[src/rtl/sreg_pkg.sv]
package sreg_pkg;
   localparam int CODE_W = 6;
   localparam int N_CFG  = 4;
   localparam int N_CNT  = 3;

   typedef logic [15:0]       ofs_t;
   typedef logic [CODE_W-1:0] code_t;

   // configuration slots: odd codes
   localparam ofs_t  CFG_OFS  [N_CFG] = '{16'h0102, 16'h0104, 16'h0106, 16'h010A};
   localparam code_t CFG_CODE [N_CFG] = '{6'h03, 6'h05, 6'h07, 6'h0B};

   // event counters: even codes
   localparam ofs_t  CNT_OFS  [N_CNT] = '{16'h0130, 16'h0132, 16'h0134};
   localparam code_t CNT_CODE [N_CNT] = '{6'h10, 6'h18, 6'h1C};

   // transmit command: view and issue port
   localparam ofs_t  TXV_OFS  = 16'h0108;
   localparam code_t TXV_CODE = 6'h09;
   localparam ofs_t  TXP_OFS  = 16'h0144;

   // live status words
   localparam ofs_t  ISQ_OFS  = 16'h0120;
   localparam code_t ISQ_CODE = 6'h22;
   localparam ofs_t  RXS_OFS  = 16'h0124;
   localparam code_t RXS_CODE = 6'h04;
   localparam ofs_t  TXS_OFS  = 16'h0128;
   localparam code_t TXS_CODE = 6'h08;
endpackage

[src/rtl/sreg_cfg_reg.sv]
module sreg_cfg_reg #(
   parameter int FLD_W = 10
) (
   input  logic             clk,
   input  logic             rst_n,
   input  logic             we,
   input  logic [FLD_W-1:0] d,
   output logic [FLD_W-1:0] q
);
   always_ff @(posedge clk) begin
      if (!rst_n)  q <= '0;
      else if (we) q <= d;
   end
endmodule

[src/rtl/sreg_evt_cnt.sv]
module sreg_evt_cnt #(
   parameter int FLD_W  = 10,
   parameter bit SAT_EN = 1'b1
) (
   input  logic             clk,
   input  logic             rst_n,
   input  logic             inc,
   input  logic             clr,
   output logic [FLD_W-1:0] q
);
   localparam logic [FLD_W-1:0] CNT_MAX = '1;

   logic             step;
   logic [FLD_W-1:0] nxt;

   generate
      if (SAT_EN) begin : g_sat
         assign step = inc && (q != CNT_MAX);
      end else begin : g_wrap
         assign step = inc;
      end
   endgenerate

   assign nxt = q + FLD_W'(1);

   // host clear outranks a hardware increment in the same cycle
   always_ff @(posedge clk) begin
      if (!rst_n)    q <= '0;
      else if (clr)  q <= '0;
      else if (step) q <= nxt;
   end
endmodule

[src/rtl/sreg_bank.sv]
module sreg_bank
   import sreg_pkg::*;
#(
   parameter int ADDR_W = 9,
   parameter int FLD_W  = 10,
   parameter bit SAT_EN = 1'b1
) (
   input  logic                    clk,
   input  logic                    rst_n,
   input  logic [ADDR_W-1:0]       addr_i,
   input  logic                    wr_en_i,
   input  logic [FLD_W+6-1:0]      wr_data_i,
   input  logic                    rd_en_i,
   output logic [FLD_W+6-1:0]      rd_data_o,
   input  logic [FLD_W-1:0]        rx_stat_i,
   input  logic [FLD_W-1:0]        tx_stat_i,
   input  logic [FLD_W-1:0]        isq_stat_i,
   input  logic [2:0]              cnt_inc_i,
   output logic [4*FLD_W-1:0]      cfg_bits_o,
   output logic [FLD_W-1:0]        tx_cmd_o
);
   localparam int DATA_W  = FLD_W + CODE_W;
   localparam int WADDR_W = ADDR_W - 1;

   generate
      if (ADDR_W < 9 || ADDR_W > 16) begin : g_bad_addr
         $error("sreg_bank: ADDR_W must lie in 9..16");
      end
      if (FLD_W < 1) begin : g_bad_fld
         $error("sreg_bank: FLD_W must be positive");
      end
   endgenerate

   logic [WADDR_W-1:0] waddr;
   logic [FLD_W-1:0]   wfld;
   logic               unused_bits;

   assign waddr       = addr_i[ADDR_W-1:1];
   assign wfld        = wr_data_i[DATA_W-1:CODE_W];
   assign unused_bits = ^{addr_i[0], wr_data_i[CODE_W-1:0]};

   logic               txv_hit, txp_hit, isq_hit, rxs_hit, txs_hit;
   logic [N_CFG-1:0]   cfg_hit;
   logic [N_CNT-1:0]   cnt_hit;
   logic [FLD_W-1:0]   cfg_q [N_CFG];
   logic [FLD_W-1:0]   cnt_q [N_CNT];
   logic [N_CNT*FLD_W-1:0] cnt_flat;

   assign txv_hit = (waddr == TXV_OFS[ADDR_W-1:1]);
   assign txp_hit = (waddr == TXP_OFS[ADDR_W-1:1]);
   assign isq_hit = (waddr == ISQ_OFS[ADDR_W-1:1]);
   assign rxs_hit = (waddr == RXS_OFS[ADDR_W-1:1]);
   assign txs_hit = (waddr == TXS_OFS[ADDR_W-1:1]);

   genvar gi;
   generate
      for (gi = 0; gi < N_CFG; gi++) begin : g_cfg
         assign cfg_hit[gi] = (waddr == CFG_OFS[gi][ADDR_W-1:1]);
         sreg_cfg_reg #(.FLD_W(FLD_W)) u_reg (
            .clk   (clk),
            .rst_n (rst_n),
            .we    (wr_en_i && cfg_hit[gi]),
            .d     (wfld),
            .q     (cfg_q[gi])
         );
         assign cfg_bits_o[gi*FLD_W +: FLD_W] = cfg_q[gi];
      end

      for (gi = 0; gi < N_CNT; gi++) begin : g_cnt
         assign cnt_hit[gi] = (waddr == CNT_OFS[gi][ADDR_W-1:1]);
         sreg_evt_cnt #(.FLD_W(FLD_W), .SAT_EN(SAT_EN)) u_cnt (
            .clk   (clk),
            .rst_n (rst_n),
            .inc   (cnt_inc_i[gi]),
            .clr   (rd_en_i && cnt_hit[gi]),
            .q     (cnt_q[gi])
         );
         assign cnt_flat[gi*FLD_W +: FLD_W] = cnt_q[gi];
      end
   endgenerate

   // issue port writes; the view offset has no write path
   sreg_cfg_reg #(.FLD_W(FLD_W)) u_txcmd (
      .clk   (clk),
      .rst_n (rst_n),
      .we    (wr_en_i && txp_hit),
      .d     (wfld),
      .q     (tx_cmd_o)
   );

   // read word: contents above, fixed code below
   always_comb begin
      rd_data_o = '0;
      if (rd_en_i) begin
         for (int i = 0; i < N_CFG; i++)
            if (cfg_hit[i]) rd_data_o = {cfg_q[i], CFG_CODE[i]};
         for (int i = 0; i < N_CNT; i++)
            if (cnt_hit[i]) rd_data_o = {cnt_q[i], CNT_CODE[i]};
         if (txv_hit) rd_data_o = {tx_cmd_o,   TXV_CODE};
         if (isq_hit) rd_data_o = {isq_stat_i, ISQ_CODE};
         if (rxs_hit) rd_data_o = {rx_stat_i,  RXS_CODE};
         if (txs_hit) rd_data_o = {tx_stat_i,  TXS_CODE};
      end
   end
endmodule

[config.mk]
export PLATFORM = sky130hd
export DESIGN_NAME = sreg_bank
export DESIGN_NICKNAME = d
export VERILOG_FILES = /design/src/rtl/sreg_pkg.sv /design/src/rtl/sreg_cfg_reg.sv /design/src/rtl/sreg_evt_cnt.sv /design/src/rtl/sreg_bank.sv
export SDC_FILE = /design/constraint.sdc
export NUM_CORES = 1
export LEC_CHECK = 0
export ABC_CLOCK_PERIOD_IN_PS = 1710
export CAP_MARGIN = 10
export CORE_MARGIN = 10
export CORE_UTILIZATION = 40
export CTS_CLUSTER_SIZE = 28
export DETAILED_ROUTE_END_ITERATION = 8
export PLACE_DENSITY = 0.79
export SLEW_MARGIN = 40
export SYNTH_ARGS = -nofsm -noshare
export SYNTH_HDL_FRONTEND = slang
export SYNTH_SLANG_ARGS = --single-unit
[constraint.sdc]
create_clock -name clk -period 1.71 [get_ports clk]
set_input_delay 0.2565 -clock clk [delete_from_list [all_inputs] [get_ports clk]]
set_output_delay 0.2565 -clock clk [all_outputs]
set_load 0.01 [all_outputs]
==> results.cfg <==
[status]
outcome = finished with violations
violations = negative setup slack

[timing]
period_minus_slack_ps = 2240
worstMarginPinSlew_ps = 370
slew_headroom_pct = 75.2
hold_viol = 0
skew_ps = 6.27
layout_worst_path_cycle_share_pct = 131
drv_slew = 0
fmax_mhz = 447
rsz0062_at_grt = true
setup_slack_ps = -530
setup_viol = 24

[power]
peakVddDrop_v = 0.000464
p_per_area_nw_per_um2 = 524
seqPwrFrac_pct = 39.6
leakage_uw = 0.00382
p_switching_uw = 1280
pwr-share-comb_pct = 17.9
switching_share_pct = 26.8
p_int_uw = 3510
p_total_uw = 4790
clockPowerShare_pct = 42.5

[placed_design]
hpwlAfterDp_mm = 17.5
io_buffer_count = 120
post-place-cells = 1044
place.gp.congestion = 0.960

[worst_setup_path]
r2r-end = g_cnt[0].u_cnt.q[9]
path_class = in2out
cp_max_fo = 3
crit_end = rd_data_o[14]
cp-end-kind = primary output
r2r_setup_slack_ps = 110
r2r_cells = 5
start_kind = input port
r2r-start = g_cnt[0].u_cnt.q[4]
critPathArrivalTime_ps = 1980
crit_path_start = addr_i[3]
critPathRequiredTime_ps = 1450

[layout]
final_cell_mix = 196 x buf_4, 96 x clkdlybuf4s50_1, 71 x dfxtp_1
drive_gt1_share_pct = 42.8
diodes = 0
syn_to_final_growth_pct = 82.3
final_nets = 992
finalNonFillerCells = 1100
final_common_cell = buf_4

[floorplan]
placementRows = 40
start_util_pct = 41.3
io-pin-count = 128
core_area_um2 = 12200
chipHeight_um = 132
die_width_um = 132
die_area_um2 = 17400

[grt]
grt_pass1_wl_mm = 35.6
grt_overflow = 0
grt_max_degree = 26
grt_pass1_vias = 6349
track_usage_pct = 25.3
antenna_found_initial = 0

[logic_synthesis]
synth_edf_count = 0
synth_top_flop_cell = dfxtp_1
ys_seq_area_share_pct = 31.9
avgSynthCellArea_um2 = 8.44
ys_warn_count = 0
yosys_register_bits = 80
yosysUniqueCellTypes = 75
syn_area_um2 = 5020
syn_nets = 660
synthArstFlopShare_pct = 0
syn_inst = 595

[clock_network]
clock_path_buffers = 2
clock-sinks = 80
cts_tree = built
root_buffer = clkbuf_16
cts_buffers = 9
htreeDepth = 3
path_clk_slew_ps = 60
clkLatencyLatePin_ps = 350

[routing]
via_count = 6388
route.met2.wl_mm = 11.0
drcViolationCount = 0
drt_iter0_drc = 685
dr.pass1.iters = 7
vias_per_cell = 5.81
drt-met1-wl_mm = 9.82
top_layer = met4
routed-wl-met3_mm = 2.12
drt-total-wl_mm = 23.7
wl_per_cell_um = 21.5
antenna_left = 0

[run]
drv_cap = 0

[hold_path]
hold_path.class = reg2reg
min-delay-start = g_cnt[0].u_cnt.q[9]
[cells in the mapped netlist (5+ instances only)]
library cell | n | area (um^2)
a22oi_1 | 6 | 45.0
clkbuf_1 | 13 | 48.8
dfxtp_1 | 80 | 1600
buf_4 | 5 | 37.5
o22ai_1 | 5 | 31.3
o21ai_0 | 20 | 100
o2111a_1 | 5 | 56.3
a21oi_1 | 25 | 125
or3_1 | 6 | 37.5
o221ai_1 | 5 | 43.8
buf_2 | 16 | 80.1
nand2_1 | 31 | 116
nor3_1 | 23 | 115
nand2b_1 | 11 | 68.8
a21boi_0 | 10 | 75.1
nor2b_1 | 51 | 319
xor2_1 | 9 | 78.8
nand3_1 | 35 | 175
nand4_1 | 18 | 113
xnor2_1 | 9 | 78.8
a221oi_1 | 5 | 43.8
mux2i_1 | 52 | 521
inv_1 | 11 | 41.3
mux2_2 | 5 | 56.3
a221o_1 | 5 | 50.1
nor2_1 | 47 | 176
[critical path: stages]
cell and delay (ps):
buf_12 100, buf_12 120, or2_4 260, or4_1 510, nand4_1 190, a221oi_2 50
a311o_1 340, buf_2 150
[timing repair]
item                       in CTS  in global routing
setup endpoints to repair      96                 34
resized for setup             238                 60
hold buffers                    0                  0
pin swaps                      51                 37
setup buffers                  26                 15
gates cloned                    4                  2
[logic make-up (layout without fill, tap and decap cells)]
logic type / after synthesis / in the layout / share of synthesized area, %
adders and majority gates: 3 / 3 / 0.748
muxes: 57 / 57 / 11.5
DFF: 80 / 80 / 31.9
AOI/OAI and AO/OA: 131 / 131 / 18.7
and+or+nand+nor: 256 / 257 / 29.1
xor gates and xnor gates: 18 / 18 / 3.14
buffers and inverters: 50 / 386 / 4.86
[registers in the layout, indices dropped and copies added (netlist names)]
name	count
u_txcmd.q	10
g_cfg.u_reg.q	40
g_cnt.u_cnt.q	30
[through the flow]
step | hold slack (ps) | TNS, ps | util, % | setup WS [ps] | instance area, um^2
2_1_floorplan | 413 | -1120 | - | -169 | 5080
3_3_place_gp | 544 | -65740 | 64.2 | -1440 | 7810
3_5_place_dp | 548 | -69020 | 64.2 | -1400 | 7810
4_1_cts | 563 | -5270 | 72.6 | -544 | 8830
5_1_grt | 610 | -6500 | 75.2 | -571 | 9150
6_report | 557 | -5580 | 75.2 | -530 | 9150
[per-layer routing]
metal,vias to the layer above,track usage [%]
met5,-,0
met4,0,8.96
met3,66,5.68
met2,371,40.8
met1,3074,32.3
li1,2877,-
[final cells by class]
type / instances / area [um^2]
Fill cell: 867 / 3010
Timing Repair Buffer: 358 / 3230
Clock inverter: 5 / 62.6
Multi-Input combinational cell: 466 / 3750
Inverter: 12 / 45.0
Sequential cell: 80 / 1610
Tap cell: 168 / 210
Clock buffer: 11 / 243
[worst min-delay path by stage]
stage	endpoint	slack, ps	depth (start not counted)
floorplan	g_cfg[3].u_reg.q[0]	410	2
global placement	g_cnt[0].u_cnt.q[9]	540	2
detailed placement	g_cnt[0].u_cnt.q[9]	550	2
CTS	g_cnt[0].u_cnt.q[9]	560	2
global route	g_cnt[0].u_cnt.q[9]	610	2
finish	g_cnt[0].u_cnt.q[9]	560	2
[power groups by stage]
stage	logic [uW]	clock network (uW)	registers (uW)
floorplan	275	0	1940
global placement	657	0	1940
detailed placement	665	0	1940
CTS	793	2050	1900
global route	893	2130	1900
finish	857	2040	1900
No activity file was read; power rests on OpenSTA's default activity.
